==> config.mk <==
export PLATFORM = sky130hd
export DESIGN_NAME = irq_prio_ctrl
export DESIGN_NICKNAME = d
export VERILOG_FILES = /design/src/rtl/irq_prio_pkg.sv /design/src/rtl/irq_pin_sync.sv /design/src/rtl/irq_pend_bank.sv /design/src/rtl/irq_prio_pick.sv /design/src/rtl/irq_prio_ctrl.sv
export SDC_FILE = /design/constraint.sdc
export NUM_CORES = 1
export LEC_CHECK = 0
export ABC_AREA = 1
export BUFFER_PORTS_ARGS = -buffer_cell sky130_fd_sc_hd__buf_4
export CAP_MARGIN = 15
export CELL_PAD_IN_SITES_DETAIL_PLACEMENT = 1
export CELL_PAD_IN_SITES_GLOBAL_PLACEMENT = 1
export CORE_MARGIN = 2
export CORE_UTILIZATION = 30
export CTS_BUF_LIST = sky130_fd_sc_hd__clkbuf_8
export CTS_CLUSTER_SIZE = 40
export DETAILED_ROUTE_END_ITERATION = 7
export GPL_TIMING_DRIVEN = 0
export PLACE_DENSITY = 0.87
export SETUP_SLACK_MARGIN = 0.05
export SLEW_MARGIN = 0
export SYNTH_ARGS = -nofsm -noshare
export SYNTH_HDL_FRONTEND = slang
export SYNTH_SLANG_ARGS = --single-unit
==> constraint.sdc <==
create_clock -name clk -period 0.9 [get_ports clk]
set_input_delay 0 -clock clk [delete_from_list [all_inputs] [get_ports clk]]
set_output_delay 0 -clock clk [all_outputs]
set_load 0.005 [all_outputs]
==> src/rtl/irq_prio_pkg.sv <==
// Shared constants for the interrupt resolver: source indices in priority
// order (0 = highest) and positions of the synchronized pins.
package irq_prio_pkg;
    localparam int NSRC  = 12;
    localparam int IDX_W = $clog2(NSRC);
    localparam int NMASK = NSRC - 2;
    localparam int NPIN  = 7;

    // source indices; the numeric order is the priority order
    localparam int S_RST    = 0;
    localparam int S_PWRDN  = 1;
    localparam int S_IRQ2   = 2;
    localparam int S_IRQL1  = 3;
    localparam int S_IRQL0  = 4;
    localparam int S_SER0TX = 5;
    localparam int S_SER0RX = 6;
    localparam int S_IRQE   = 7;
    localparam int S_BDMA   = 8;
    localparam int S_SER1TX = 9;
    localparam int S_SER1RX = 10;
    localparam int S_TIMER  = 11;

    // bit positions in the synchronizer vector
    localparam int P_RST   = 0;
    localparam int P_IRQ2  = 1;
    localparam int P_IRQL1 = 2;
    localparam int P_IRQL0 = 3;
    localparam int P_IRQE  = 4;
    localparam int P_IRQ1  = 5;
    localparam int P_IRQ0  = 6;

    typedef logic [NSRC-1:0] src_vec_t;
endpackage

==> src/rtl/irq_pin_sync.sv <==
// Synchronizes W active-low pins through STAGES flops. Outputs the active
// level (1 = pin low) and a one-cycle falling-edge event.
// Assumes STAGES >= 2; flops reset to the idle (high) pin level.
module irq_pin_sync #(
    parameter int W      = 1,
    parameter int STAGES = 2
) (
    input  logic         clk,
    input  logic         rst_n,
    input  logic [W-1:0] pin_n_i,
    output logic [W-1:0] low_o,
    output logic [W-1:0] fall_o
);
    logic [W-1:0] stg_q [STAGES];
    logic [W-1:0] hist_q;

    // shift chain plus one history stage for edge detection
    always_ff @(posedge clk) begin
        if (!rst_n) begin
            for (int i = 0; i < STAGES; i++) stg_q[i] <= '1;
            hist_q <= '1;
        end else begin
            stg_q[0] <= pin_n_i;
            for (int i = 1; i < STAGES; i++) stg_q[i] <= stg_q[i-1];
            hist_q <= stg_q[STAGES-1];
        end
    end

    assign low_o  = ~stg_q[STAGES-1];
    assign fall_o = hist_q & ~stg_q[STAGES-1];
endmodule

==> src/rtl/irq_pend_bank.sv <==
// Bank of N pending latches. A set pulse wins over a clear pulse in the
// same cycle, so no event is lost. Assumes set/clear are synchronous.
module irq_pend_bank #(
    parameter int N = 12
) (
    input  logic         clk,
    input  logic         rst_n,
    input  logic [N-1:0] set_i,
    input  logic [N-1:0] clr_i,
    output logic [N-1:0] pend_o
);
    for (genvar k = 0; k < N; k++) begin : g_bit
        logic bit_q;
        // one pending latch: set dominates clear
        always_ff @(posedge clk) begin
            if (!rst_n)          bit_q <= 1'b0;
            else if (set_i[k])   bit_q <= 1'b1;
            else if (clr_i[k])   bit_q <= 1'b0;
        end
        assign pend_o[k] = bit_q;
    end
endmodule

==> src/rtl/irq_prio_pick.sv <==
// Fixed-priority picker: returns the lowest set index of req_i.
// Purely combinational; assumes IW can hold N-1.
module irq_prio_pick #(
    parameter int N  = 12,
    parameter int IW = 4
) (
    input  logic [N-1:0]  req_i,
    output logic          valid_o,
    output logic [IW-1:0] idx_o
);
    // scan from lowest priority upward so the lowest index is kept last
    always_comb begin
        valid_o = |req_i;
        idx_o   = '0;
        for (int i = N - 1; i >= 0; i--) begin
            if (req_i[i]) idx_o = IW'(i);
        end
    end
endmodule

==> src/rtl/irq_prio_ctrl.sv <==
// Interrupt resolver top. Synchronizes the pins, forms latch-set and level
// vectors per source mode, gates with per-source and global enables (reset
// and power-down ungated) and picks the highest-priority request.
// Assumes internal pulses and ack are synchronous to clk.
module irq_prio_ctrl
    import irq_prio_pkg::*;
#(
    parameter int SYNC_STAGES = 2
) (
    input  logic             clk,
    input  logic             rst_n,
    input  logic             rst_req_n_i,
    input  logic             irq2_n_i,
    input  logic             irql0_n_i,
    input  logic             irql1_n_i,
    input  logic             irqe_n_i,
    input  logic             irq0_n_i,
    input  logic             irq1_n_i,
    input  logic             edge_irq2_i,
    input  logic             edge_irq0_i,
    input  logic             edge_irq1_i,
    input  logic             ser1_pin_mode_i,
    input  logic             pwrdn_p_i,
    input  logic             timer_p_i,
    input  logic             bdma_p_i,
    input  logic             ser0_tx_p_i,
    input  logic             ser0_rx_p_i,
    input  logic             ser1_tx_p_i,
    input  logic             ser1_rx_p_i,
    input  logic [NSRC-1:0]  sw_set_i,
    input  logic             glob_en_i,
    input  logic [NMASK-1:0] mask_i,
    input  logic             ack_i,
    input  logic [IDX_W-1:0] ack_idx_i,
    output logic             irq_valid_o,
    output logic [IDX_W-1:0] irq_idx_o
);
    logic [NPIN-1:0] pin_n, pin_low, pin_fall;
    src_vec_t pend_set, pend_clr, pend_q;
    src_vec_t lvl_req, latch_type, pending, allow, req;
    logic irq1_edge_mode, irq0_edge_mode;

    // gather pins into the synchronizer vector
    always_comb begin
        pin_n          = '1;
        pin_n[P_RST]   = rst_req_n_i;
        pin_n[P_IRQ2]  = irq2_n_i;
        pin_n[P_IRQL1] = irql1_n_i;
        pin_n[P_IRQL0] = irql0_n_i;
        pin_n[P_IRQE]  = irqe_n_i;
        pin_n[P_IRQ1]  = irq1_n_i;
        pin_n[P_IRQ0]  = irq0_n_i;
    end

    irq_pin_sync #(.W(NPIN), .STAGES(SYNC_STAGES)) u_sync (
        .clk     (clk),
        .rst_n   (rst_n),
        .pin_n_i (pin_n),
        .low_o   (pin_low),
        .fall_o  (pin_fall)
    );

    assign irq1_edge_mode = ser1_pin_mode_i & edge_irq1_i;
    assign irq0_edge_mode = ser1_pin_mode_i & edge_irq0_i;

    // latch-set sources: edges, internal pulses and software sets per mode
    always_comb begin
        pend_set           = '0;
        pend_set[S_RST]    = sw_set_i[S_RST];
        pend_set[S_PWRDN]  = pwrdn_p_i | sw_set_i[S_PWRDN];
        pend_set[S_IRQ2]   = edge_irq2_i & (pin_fall[P_IRQ2] | sw_set_i[S_IRQ2]);
        pend_set[S_IRQL1]  = sw_set_i[S_IRQL1];
        pend_set[S_IRQL0]  = sw_set_i[S_IRQL0];
        pend_set[S_SER0TX] = ser0_tx_p_i | sw_set_i[S_SER0TX];
        pend_set[S_SER0RX] = ser0_rx_p_i | sw_set_i[S_SER0RX];
        pend_set[S_IRQE]   = pin_fall[P_IRQE] | sw_set_i[S_IRQE];
        pend_set[S_BDMA]   = bdma_p_i | sw_set_i[S_BDMA];
        pend_set[S_SER1TX] = ser1_pin_mode_i
                           ? (edge_irq1_i & (pin_fall[P_IRQ1] | sw_set_i[S_SER1TX]))
                           : (ser1_tx_p_i | sw_set_i[S_SER1TX]);
        pend_set[S_SER1RX] = ser1_pin_mode_i
                           ? (edge_irq0_i & (pin_fall[P_IRQ0] | sw_set_i[S_SER1RX]))
                           : (ser1_rx_p_i | sw_set_i[S_SER1RX]);
        pend_set[S_TIMER]  = timer_p_i | sw_set_i[S_TIMER];
    end

    // acknowledge decoder
    always_comb begin
        for (int k = 0; k < NSRC; k++) pend_clr[k] = ack_i && (ack_idx_i == IDX_W'(k));
    end

    irq_pend_bank #(.N(NSRC)) u_pend (
        .clk    (clk),
        .rst_n  (rst_n),
        .set_i  (pend_set),
        .clr_i  (pend_clr),
        .pend_o (pend_q)
    );

    // which sources currently take their request from a latch
    always_comb begin
        latch_type           = '1;
        latch_type[S_RST]    = 1'b0;
        latch_type[S_IRQL1]  = 1'b0;
        latch_type[S_IRQL0]  = 1'b0;
        latch_type[S_IRQ2]   = edge_irq2_i;
        latch_type[S_SER1TX] = ~ser1_pin_mode_i | edge_irq1_i;
        latch_type[S_SER1RX] = ~ser1_pin_mode_i | edge_irq0_i;
    end

    // level-sensitive requests straight from the synchronized pins
    always_comb begin
        lvl_req           = '0;
        lvl_req[S_RST]    = pin_low[P_RST];
        lvl_req[S_IRQ2]   = ~edge_irq2_i & pin_low[P_IRQ2];
        lvl_req[S_IRQL1]  = pin_low[P_IRQL1];
        lvl_req[S_IRQL0]  = pin_low[P_IRQL0];
        lvl_req[S_SER1TX] = ser1_pin_mode_i & ~irq1_edge_mode & pin_low[P_IRQ1];
        lvl_req[S_SER1RX] = ser1_pin_mode_i & ~irq0_edge_mode & pin_low[P_IRQ0];
    end

    assign pending = (pend_q & latch_type) | lvl_req;

    // enables: reset and power-down bypass both masks
    assign allow[S_RST]   = 1'b1;
    assign allow[S_PWRDN] = 1'b1;
    for (genvar j = 0; j < NMASK; j++) begin : g_allow
        assign allow[j+2] = mask_i[j] & glob_en_i;
    end

    assign req = pending & allow;

    irq_prio_pick #(.N(NSRC), .IW(IDX_W)) u_pick (
        .req_i   (req),
        .valid_o (irq_valid_o),
        .idx_o   (irq_idx_o)
    );
endmodule

-- Word level (Yosys, flattened, before mapping)
Memories as Yosys holds them, arrays and structs flattened.
Index checks and enable logic that the tools add are counted.
- register bits: 19
- RAM bits: 14
- input port bits: 48
- memories kept: 1
- memory list (name ; words ; width ; rd ports ; clocked after memory_dff ; wr ports ; RTL line ; source):
    u_sync.stg_q ; 2 ; 7 ; 2 ; 0 ; 2 ; irq_pin_sync.sv:14 ; logic [W-1:0] stg_q [STAGES];
- equal/unequal tests: 11
- muxes and demuxes: 42
- bitwise operators: 44
- reduce and logical (&&, ||, !) cells: 26
- operators with widths (kind ; count):
    4-bit two-way mux ; 12
    1-bit two-way mux ; 28
    12-bit AND ; 2
    2-bit nonzero test ; 12
    1-bit AND ; 20
    4-bit by 3-bit == test with 1-bit output (second input constant) ; 4
    4-bit == test (second input constant) ; 4
    1-bit OR ; 15
    7-bit two-way mux ; 2
    1-bit logical AND ; 12
    12-bit by 11-bit OR with 12-bit output ; 1
    12-bit OR reduction ; 1
    4-bit by 2-bit == test with 1-bit output (second input constant) ; 2
    7-bit AND ; 1
    7-bit NOT ; 1
    4-bit by 1-bit == test with 1-bit output (second input constant) ; 1
    4-bit zero test ; 1
    1-bit NOT ; 4

-- Depth between registers and ports, before layout
Gate-level depths: netlist of run 1.
- depth after elaboration: 18
- depth in mapped cells: 14
- gate-level depth less buffers: 14

-- Cells and area by module
From an unflattened synthesis of run 1, not the netlist that was laid out.
- cells, all modules: 258
- area total of the unflattened synthesis: 1729.2 um2
- by module, submodules not included (module ; times used ; cells an instance ; area each (um2) ; sequential area each (um2)):
    irq_pin_sync ; 1 ; 79 ; 653.1 ; 420.4
    irq_pend_bank ; 1 ; 74 ; 578.1 ; 240.2
    irq_prio_ctrl ; 1 ; 70 ; 330.3 ; 0.0
    irq_prio_pick ; 1 ; 35 ; 167.7 ; 0.0

-- Worst setup path after synthesis of run 1
OpenSTA, ideal clock, no wires.
- kind: register -> output
- from: register u_pend.g_bit[9].bit_q
- to: output port irq_idx_o[0]
- data arrival time: 988 ps
- data required time: 900 ps
- path slack: -88 ps
- stages on the path, launching flop included: 13
- cell sequence: dfxtp_1 -> clkinv_1 -> a21oi_2 -> nand2_2 -> nand2_1 -> nand2_1 -> nand2_1 -> nand2_1 -> nand2_1 -> nand2_1 -> nand2_1 -> nand2_1 -> nand2_1
- cells in the longest elaborated chain, start to end: 13
- RTL lines (item ; RTL line ; source):
    start: declaration ; irq_pend_bank.sv:13 ; logic bit_q;
    start signal: assignment ; irq_pend_bank.sv:16 ; if (!rst_n) bit_q <= 1'b0;
    start signal: assignment ; irq_pend_bank.sv:17 ; else if (set_i[k]) bit_q <= 1'b1;
    start signal: assignment ; irq_pend_bank.sv:18 ; else if (clr_i[k]) bit_q <= 1'b0;
    12-bit AND ; irq_prio_ctrl.sv:122 ; assign pending = (pend_q & latch_type) | lvl_req;
    12-bit by 11-bit OR with 12-bit output ; irq_prio_ctrl.sv:122 ;
    12-bit AND ; irq_prio_ctrl.sv:131 ; assign req = pending & allow;
    4-bit two-way mux (10 in a row) ; irq_prio_pick.sv:16 ; if (req_i[i]) idx_o = IW'(i);
    end: declaration ; irq_prio_ctrl.sv:36 ; output logic [IDX_W-1:0] irq_idx_o
No other way between the ends.

-- Final worst setup path of run 1
- from: register u_pend.g_bit[9].bit_q
- to: output port irq_idx_o[3]
Same word-level chain as after synthesis.

==> results of run 1 <==
-- state kept, by name, indices dropped and copies added (netlist names) --
register	cells
u_sync.stg_q	14
u_pend.g_bit.bit_q	9
u_sync.hist_q	4
-- power by group --
group          switching (W)  internal (W)  leakage [nW]
registers          0.0000302       0.00126         0.224
logic               0.000228      0.000309         0.696
clock network       0.000376      0.000311        0.0255
total               0.000633       0.00188         0.946
-- cells in the final DEF (no fill, tap or decap) --
cell,count
a21oi_1,13
a21oi_2,1
buf_4,50
buf_6,1
clkbuf_1,2
clkbuf_8,3
clkinv_1,1
clkinv_2,2
dfxtp_1,20
dfxtp_2,7
dlygate4sd3_1,17
inv_1,16
inv_2,4
nand2_1,36
nand2_2,2
nand2_4,1
nand3_1,14
nand3_2,2
nor2_1,19
nor2_2,1
nor3_1,1
nor3_2,1
nor4_2,1
o211ai_1,2
o211ai_2,1
o21ai_1,1
o21ai_2,1
o311ai_2,1
or2_2,17
-- stage by stage --
stage | hold slack (ps) | std cells | setup TNS [ps] | setup slack, ps | utilization
CTS | 0.003136 | 287 | -2531 | -563.8 | 0.4770
global route | 27.40 | 288 | -3237 | -721.2 | 0.4814
detailed placement | 185.6 | 265 | -1766 | -251.6 | 0.4148
finish | 0.8870 | 288 | -2447 | -580.5 | 0.4814
global placement | 178.6 | 265 | -1360 | -222.8 | 0.4148
floorplan | 68.72 | 168 | -60.27 | -47.35 | -
-- layout make-up --
cell class / count / area [um2] / share of cell area
multi-input combinational: 115 / 591.8 / 0.3118
clock buffer: 3 / 41.29 / 0.02175
timing repair buffer: 66 / 538.0 / 0.2835
sequential: 27 / 549.3 / 0.2894
buffer: 4 / 26.28 / 0.01384
clock inverter: 1 / 5.005 / 0.002637
tap: 50 / 62.56 / 0.03296
inverter: 22 / 83.83 / 0.04417
-- routing by layer --
layer	share of wire	wire length, um
met3	0.047	159
met2	0.56	1906
met1	0.38	1275
met5	0	0
met4	0.012	40
-- logic make-up (layout without fill, tap and decap cells) --
family          count (synthesis)  after routing  share of synthesized area
compound gates                 20             20                    0.09865
flops                          27             27                     0.4440
simple gates                   95             95                     0.3679
buf+inv                        26             96                    0.08942
-- repair_timing --
item | in CTS | in global routing
endpoints found under the hold margin | 13 | 0
hold buffers | 17 | 0
gates resized for setup | 8 | 5
pin swaps | 4 | 5
cloned | 0 | 0
endpoints found under the setup margin | 6 | 7
setup buffers | 1 | 1
-- worst paths after layout --
| path | cells after the start | to | slack (ps) | from |
|---|---|---|---|---|
| min | 3 | u_pend.g_bit[1].bit_q$_SDFFE_PN0P_ | 0.9 | sw_set_i[1] |
| max | 8 | irq_idx_o[3] | -580 | u_pend.g_bit[9].bit_q$_SDFFE_PN0P_ |
| min reg2reg | 1 | u_sync.stg_q[0][12]$_SDFF_PN1_ | 420 | u_sync.stg_q[0][5]$_SDFF_PN1_ |
| max reg2reg | 3 | u_pend.g_bit[9].bit_q$_SDFFE_PN0P_ | -10 | u_sync.stg_q[0][12]$_SDFF_PN1_ |
-- worst max-delay path: stages, from the launching register on --
cell and delay [ps]:
dfxtp_2 350, clkinv_2 50, a21oi_2 120, nand2_2 80, buf_4 130, nand2_1 60
nor2_2 50, nor4_2 220, buf_4 150
==> flow_summary.ini, run 1 <==
[run_status]
status = complete, but fails checks
failed_checks = negative setup slack

[drt]
via_count = 1287
drtAntennaViolNets = 0
postRouteWirelength_um = 3381
via_per_inst = 4.469
routed_wl_per_cell_um = 11.74
detail_route.drc_violations = 0
detailedRoute.firstIterationViolations = 10
drt_pre_antenna_iters = 4

[cts]
clkSinkCount = 27
clock_tree.root_cell = clkbuf_8
insertion_delay_ps = 270
clock_path_buffers = 2
clk_transition_reported_paths_ps = 90
cts-buffers-inserted = 3
htree_num_levels = 1
cts_tree = done

[worst_setup_path]
worst-endpoint-arrival_ps = 1480
critPathLaunchType = flop
worst_setup_path_end_kind = output port
path_class = flop to output port
crit_fanout = 3
cp_data_required_time_ps = 900

[sta]
clock_skew_ps = 2.387
tightestPinTransition_ps = 512.7
layout_worst_path_cycle_share = 1.645
maxSlewViolCount = 0
worst_slew_margin_rel = 0.6582
fmaxAchievable_mhz = 675.5
rsz0062_at_grt = true
report.final.setup_viol = 6
setup_slack_ps = -580.5
final_period_minus_worst_setup_slack_ps = 1480
hold_viol_final = 0

[pwr]
peakVddDrop_mv = 1.068
power_w = 0.002516
power_density_nw_per_um2 = 1325
leakagePower_nw = 0.9455

[synthesis]
mappedNetlistArea_um2 = 1217
synthesis.nets = 216
synth_seq_cells = 27
synth.most_common_cell = nand2_1
postSynthAreaPerCell_um2 = 7.247
synth.yosys.warnings = 0
ys_seq_area_frac = 0.4440
ys.flop_type = dfxtp_1
postSynthCellCount = 168
post_synth_num_cell_types = 23
cells_taking_the_most_area_after_synthesis = dfxtp_1, nand2_1, or2_2
synth_top_area_cell = dfxtp_1
netlist_top_cells_count = nand2_1, dfxtp_1, nor2_1
yosys.area.top_type_share = 0.4440
synth_enable_flop_cells = 0
synth-async-reset-ratio = 0

[final_layout]
syn2layout_area_growth_pct = 55.91
n_diodes = 0
finalNetCount = 287
post-route-cell-area_um2 = 1898
filler_cell_count = 486
post_route_cells_drive_above_1_share = 0.4034

[global_routing]
grt_use_met3 = 0.02667
grt-ovfl-total = 0
grt_met1_use = 0.1606
global_route.peak_usage_layer = met2
global_route_wire_length_before_repair_um = 5623
grt.met2_usage = 0.3444
antenna_found_initial = 0
grt_start_max_net_pins = 16
grt_pass1_vias = 1395
total_routing_usage_gr = 0.1657

[floorplanning]
placeableCoreArea_um2 = 3943
die_area_um2 = 4583
row_count = 23
ioPinCount = 53
die-height_um = 67.70
floorplan.initialDensity = 0.3088
die_width_um = 67.70

[placed_design]
dp_hpwl_um = 2499
gp_congestion = 0.7679
buffer_ports.inserted = 47
place_area_um2 = 1635

[min_path]
worstHoldPathType = input port to flop

[flow_run]
number_of_maximum_capacitance_constraint_violations = 0
Note: power is estimated with default switching activity, not from simulation.
==> run 2: changes to the inputs <==
--- a/config.mk
+++ b/config.mk
@@ -6,15 +6,15 @@
 export NUM_CORES = 1
 export LEC_CHECK = 0
 export ABC_AREA = 1
-export BUFFER_PORTS_ARGS = -buffer_cell sky130_fd_sc_hd__buf_4
 export CAP_MARGIN = 15
 export CELL_PAD_IN_SITES_DETAIL_PLACEMENT = 1
 export CELL_PAD_IN_SITES_GLOBAL_PLACEMENT = 1
 export CORE_MARGIN = 2
-export CORE_UTILIZATION = 30
+export CORE_UTILIZATION = 40
 export CTS_BUF_LIST = sky130_fd_sc_hd__clkbuf_8
 export CTS_CLUSTER_SIZE = 40
 export DETAILED_ROUTE_END_ITERATION = 7
+export DONT_BUFFER_PORTS = 1
 export GPL_TIMING_DRIVEN = 0
 export PLACE_DENSITY = 0.87
 export SETUP_SLACK_MARGIN = 0.05
==> flow_summary.ini, run 2 (synthesis gave the netlist of run 1 again) <==
[run_status]
status = complete, but fails checks
failed_checks = negative setup slack

[drt]
detailedRoute.firstIterationViolations = 25
via_count = 1146
via_per_inst = 4.918
detail_route.drc_violations = 0
postRouteWirelength_um = 3248
drt_pre_antenna_iters = 3
routed_wl_per_cell_um = 13.94
drtAntennaViolNets = 0

[sta]
tns_ps = -1824
hold_ws_ps = 3.153
report.final.setup_viol = 5
maxSlewViolCount = 0
setup_slack_ps = -427.3
fmaxAchievable_mhz = 753.4
rsz0062_at_grt = true
worst_slew_margin_rel = 0.6322
clock_skew_ps = 9.207
hold_viol_final = 0
layout_worst_path_cycle_share = 1.475
tightestPinTransition_ps = 551.7
final_period_minus_worst_setup_slack_ps = 1327

[placed_design]
gp_congestion = 0.7956
pre_cts_ws_ps = -150.4
buffer_ports.inserted = 0
dp_hpwl_um = 2307

[flow_run]
number_of_maximum_capacitance_constraint_violations = 0

[pwr]
power.combinational.fraction = 0.172
pwr-share-clk = 0.280
peakVddDrop_mv = 0.9376
leakagePower_nw = 0.7599
sequentialPowerShare = 0.547
power_switching_share = 0.2531
internal_power_w = 0.001771
power_density_nw_per_um2 = 1455
power.net_switching_w = 0.0006003

[cts]
htree_num_levels = 1
clkSinkCount = 27
cts-buffers-inserted = 3
insertion_delay_ps = 270
clock_path_buffers = 2
clock_tree.root_cell = clkbuf_8
clk_transition_reported_paths_ps = 90
cts_tree = done

[min_path]
hold_path_end = u_sync.stg_q[0][13]$_SDFF_PN1_
hold_path_startpoint = rst_n
hold_crit_depth = 2
worstHoldPathType = input port to flop

[worst_setup_path]
worst_setup_path_end_kind = output port
path_class = flop to output port
worst_reg_to_reg_setup_slack_ps = 0
reg2reg_to = u_pend.g_bit[9].bit_q$_SDFFE_PN0P_
reg2reg_depth = 4
cp_data_required_time_ps = 900
crit_fanout = 3
critPathLaunchType = flop
rr_startpoint = u_sync.hist_q[5]$_SDFF_PN1_
worst-endpoint-arrival_ps = 1330

[floorplanning]
die-height_um = 59.17
placeableCoreArea_um2 = 2978
floorplan.initialDensity = 0.4088
die_area_um2 = 3501
row_count = 20
die_width_um = 59.17
ioPinCount = 53

[final_layout]
largest_registers = u_sync.stg_q: 14 flops, u_pend.g_bit.bit_q: 9 flops, u_sync.hist_q: 4 flops
syn2layout_area_growth_pct = 33.92
finalNetCount = 249
ff_latch_area_um2 = 550.5
top_register = u_sync.stg_q
largest_reg_flops = 14
final_cell_mix = nand2_1, dlygate4sd3_1, dfxtp_1
filler_cell_count = 363
post_route_cells_drive_above_1_share = 0.2600
multiInputGateArea_um2 = 608.1
most_common_library_cell_in_the_layout_ignoring_fill_and_taps = nand2_1
n_diodes = 0

[global_routing]
grt-ovfl-total = 0
antenna_found_initial = 0
total_routing_usage_gr = 0.1950
global_route_wire_length_before_repair_um = 5112
grt_start_max_net_pins = 15
grt_pass1_vias = 1244
run 2: routing by layer:
layer	routed length (um)	vias to the layer above	GRT usage
met5	0	-	0
met4	14	0	0.03896
met3	162	2	0.04803
met2	1741	34	0.4000
met1	1329	522	0.1930
li1	-	588	-
run 2: power by group through the flow:
stage          Combinational (W)  Clock [W]  Sequential (W)
2_1_floorplan           0.000226          0         0.00131
3_3_place_gp            0.000262          0         0.00131
3_5_place_dp            0.000281          0         0.00132
4_1_cts                 0.000396   0.000686         0.00130
5_1_grt                 0.000458   0.000751         0.00131
6_report                0.000409   0.000665         0.00130
run 2: how the worst max path moves through the flow:
stage | from | endpoint | slack, ps | cells past startpoint
after global routing | u_pend.g_bit[9].bit_q$_SDFFE_PN0P_ | irq_idx_o[0] | -580 | 12
final | u_pend.g_bit[9].bit_q$_SDFFE_PN0P_ | irq_idx_o[0] | -430 | 12
after CTS | u_pend.g_bit[9].bit_q$_SDFFE_PN0P_ | irq_idx_o[0] | -450 | 12
after floorplan | u_pend.g_bit[9].bit_q$_SDFFE_PN0P_ | irq_idx_o[0] | -50 | 12
after global placement | u_pend.g_bit[9].bit_q$_SDFFE_PN0P_ | irq_idx_o[0] | -130 | 12
after detailed placement | u_sync.stg_q[0][8]$_SDFF_PN1_ | irq_idx_o[3] | -150 | 6
run 2: layout make-up:
cell class,instances,area share
sequential,27,0.3377
clock buffer,3,0.02533
tap,33,0.02533
buffer,4,0.01612
clock inverter,1,0.002302
multi-input combinational,115,0.3730
timing repair buffer,28,0.1688
inverter,22,0.05142
run 2: metrics by stage:
step	util	cells	power [W]	instance area (um2)
detailed placement	0.4235	201	0.001601	1261
CTS	0.5382	231	0.002378	1603
global placement	0.4235	201	0.001577	1261
floorplan	-	168	0.001535	1220
global route	0.5475	233	0.002515	1630
finish	0.5475	233	0.002372	1630
run 2: worst max-delay path, stage by stage, from the launching register on:
cell and delay [ps]:
dfxtp_2 350, clkinv_2 50, a21oi_2 120, nand2_2 70
nand2_1 70, nand2_1 50, nand2_1 50, nand2_1 50
nand2_1 50, nand2_1 50, nand2_1 50, nand2_1 50
nand2_1 60
run 2: repair_timing:
action	in CTS	in global routing
setup buffers	1	1
endpoints found under the setup margin	6	7
pin swaps	1	6
hold buffers	25	1
endpoints found under the hold margin	17	1
resized for setup	13	6
gates cloned	0	0
==> run 3: changes to the inputs <==
--- a/config.mk
+++ b/config.mk
@@ -5,18 +5,18 @@
 export SDC_FILE = /design/constraint.sdc
 export NUM_CORES = 1
 export LEC_CHECK = 0
-export ABC_AREA = 1
 export CAP_MARGIN = 15
 export CELL_PAD_IN_SITES_DETAIL_PLACEMENT = 1
 export CELL_PAD_IN_SITES_GLOBAL_PLACEMENT = 1
 export CORE_MARGIN = 2
-export CORE_UTILIZATION = 40
+export CORE_UTILIZATION = 45
 export CTS_BUF_LIST = sky130_fd_sc_hd__clkbuf_8
 export CTS_CLUSTER_SIZE = 40
 export DETAILED_ROUTE_END_ITERATION = 7
 export DONT_BUFFER_PORTS = 1
 export GPL_TIMING_DRIVEN = 0
-export PLACE_DENSITY = 0.87
+export PLACE_DENSITY = 0.89
+export RECOVER_POWER = 50
 export SETUP_SLACK_MARGIN = 0.05
 export SLEW_MARGIN = 0
 export SYNTH_ARGS = -nofsm -noshare
==> constraint.sdc (replaced) <==
create_clock -name clk -period 1.7 [get_ports clk]
set_input_delay 0 -clock clk [delete_from_list [all_inputs] [get_ports clk]]
set_output_delay 0 -clock clk [all_outputs]
set_load 0.005 [all_outputs]
==> flow_summary.ini, run 3 <==
[run_status]
status = completed

[cts]
cts_tree = done
clkSinkCount = 27
clock_tree.root_cell = clkbuf_8
clock_path_buffers = 2
cts-buffers-inserted = 3
htree_num_levels = 1
insertion_delay_ps = 270
clk_transition_reported_paths_ps = 100

[sta]
setup_slack_ps = 85.70
clock_skew_ps = 5.205
hold_ws_ps = 48.90
layout_worst_path_cycle_share = 0.9496
rsz0062_at_grt = true
tightestPinTransition_ps = 402.2
fmaxAchievable_mhz = 619.5
final_period_minus_worst_setup_slack_ps = 1614
maxSlewViolCount = 0
worst_slew_margin_rel = 0.7318
tns_ps = 0
hold_viol_final = 0
report.final.setup_viol = 0

[worst_setup_path]
cp_slowest_cell = or4b_1
setup.worst_path.start = u_pend.g_bit[2].bit_q$_SDFFE_PN0P_
path_class = flop to output port
critPathLaunchType = flop
rr_startpoint = u_sync.stg_q[0][8]$_SDFF_PN1_
cp_data_required_time_ps = 1700
cp.buffers_inverters = 0
worst_path_dominant_cell_family = simple AND/OR/NAND/NOR gates
worst-endpoint-arrival_ps = 1610
crit_path_cell_trace = nand2b_1, a41o_1, or4b_1
crit_fanout = 4
worst_setup_path_end_kind = output port
critPathMaxStageDelay_ps = 540

[flow_run]
number_of_maximum_capacitance_constraint_violations = 0

[floorplanning]
row_count = 18
die-height_um = 55.75
die_area_um2 = 3108
floorplan.initialDensity = 0.4820
placeableCoreArea_um2 = 2500
ioPinCount = 53
die_width_um = 55.75

[synthesis]
cells_taking_the_most_area_after_synthesis = dfxtp_1, nand2b_1, o21ai_0
postSynthAreaPerCell_um2 = 8.795
post_synth_num_cell_types = 31
synth-async-reset-ratio = 0
yosys.area.top_type_share = 0.4486
synth.yosys.warnings = 0
synth_top_area_cell = dfxtp_1
ys.flop_type = dfxtp_1
ys_seq_area_frac = 0.4486
synthesis.nets = 185
synth.most_common_cell = dfxtp_1
synth_enable_flop_cells = 0
postSynthCellCount = 137
synth_seq_cells = 27
netlist_top_cells_count = dfxtp_1, nand2b_1, nand2_1
mappedNetlistArea_um2 = 1205

[drt]
drt_pre_antenna_iters = 4
detailedRoute.firstIterationViolations = 34
detail_route.drc_violations = 0
postRouteWirelength_um = 3822
routed_wl_per_cell_um = 19.70
via_per_inst = 5.830
drtAntennaViolNets = 0
via_count = 1131

[pwr]
leakagePower_nw = 0.6081
power_density_nw_per_um2 = 814.7
peakVddDrop_mv = 0.7092

[placed_design]
pre_cts_ws_ps = 348.4
dp_hpwl_um = 2322
gp_congestion = 0.8786
buffer_ports.inserted = 0

[global_routing]
total_routing_usage_gr = 0.2490
grt_pass1_vias = 1289
antenna_found_initial = 0
global_route_wire_length_before_repair_um = 5996
grt.met2_usage = 0.4932
grt-ovfl-total = 0
grt_start_max_net_pins = 17
grt_met1_use = 0.2518
grt_use_met3 = 0.03953
global_route.peak_usage_layer = met2

[final_layout]
final_util = 0.6106
finalNetCount = 213
largest_reg_flops = 14
final_cell_mix = dfxtp_1, dlygate4sd3_1, nand2b_1
filler_cell_count = 285
ff_latch_area_um2 = 540.5
syn2layout_area_growth_pct = 26.69
post_route_cells_drive_above_1_share = 0.06098
n_diodes = 0
multiInputGateArea_um2 = 644.4
largest_registers = u_sync.stg_q: 14 flops, u_pend.g_bit.bit_q: 9 flops, u_sync.hist_q: 4 flops
top_register = u_sync.stg_q
most_common_library_cell_in_the_layout_ignoring_fill_and_taps = dfxtp_1

[min_path]
worstHoldPathType = input port to flop
hold_path_startpoint = ser1_pin_mode_i
run 3: final cells by class:
type                            count  area share
Sequential cell                    27      0.3541
Buffer                              3    0.008197
Multi-Input combinational cell    103      0.4221
Clock buffer                        3     0.02705
Timing Repair Buffer               23      0.1492
Clock inverter                      1    0.004918
Tap cell                           30     0.02459
Inverter                            4    0.009836
run 3: final timing paths:
check / endpoint / slack [ps] / cells after the start
setup reg to reg: u_pend.g_bit[2].bit_q$_SDFFE_PN0P_ / 290 / 4
hold / removal: u_pend.g_bit[10].bit_q$_SDFFE_PN0P_ / 50 / 2
hold reg to reg: u_sync.stg_q[0][13]$_SDFF_PN1_ / 410 / 1
setup / recovery: irq_valid_o / 90 / 3
run 3: report_power, final:
group | switching, W | internal (W) | total (W)
clock network | 0.000203 | 0.000166 | 0.000370
registers | 0.0000209 | 0.000667 | 0.000687
logic | 0.0000858 | 0.000101 | 0.000187
run 3: per-stage QoR:
stage	cell area (um2)	power (W)	instances
6_report	1526	0.001244	194
5_1_grt	1526	0.001302	194
4_1_cts	1511	0.001227	193
3_5_place_dp	1242	0.0008318	167
3_3_place_gp	1242	0.0008206	167
2_1_floorplan	1205	0.0008005	137
run 3: routing by layer:
| metal | vias to the layer above | wire, um |
|---|---|---|
| met5 | - | 0 |
| met4 | 0 | 114 |
| met3 | 10 | 210 |
| met2 | 46 | 2119 |
| met1 | 533 | 1377 |
| li1 | 542 | - |
run 3: cells by family (layout without fill, tap and decap cells):
logic type             Yosys count  in the layout  synth area share
DFF                             27             27            0.4486
AOI/OAI and AO/OA               39             39            0.2285
and+or+nand+nor                 64             64            0.3001
buffers and inverters            7             34           0.02284
run 3: what timing repair did:
item	CTS	global route
setup buffers	0	1
gates resized for setup	0	4
hold endpoints to repair	16	0
endpoints found under the setup margin	0	3
hold buffers	22	0
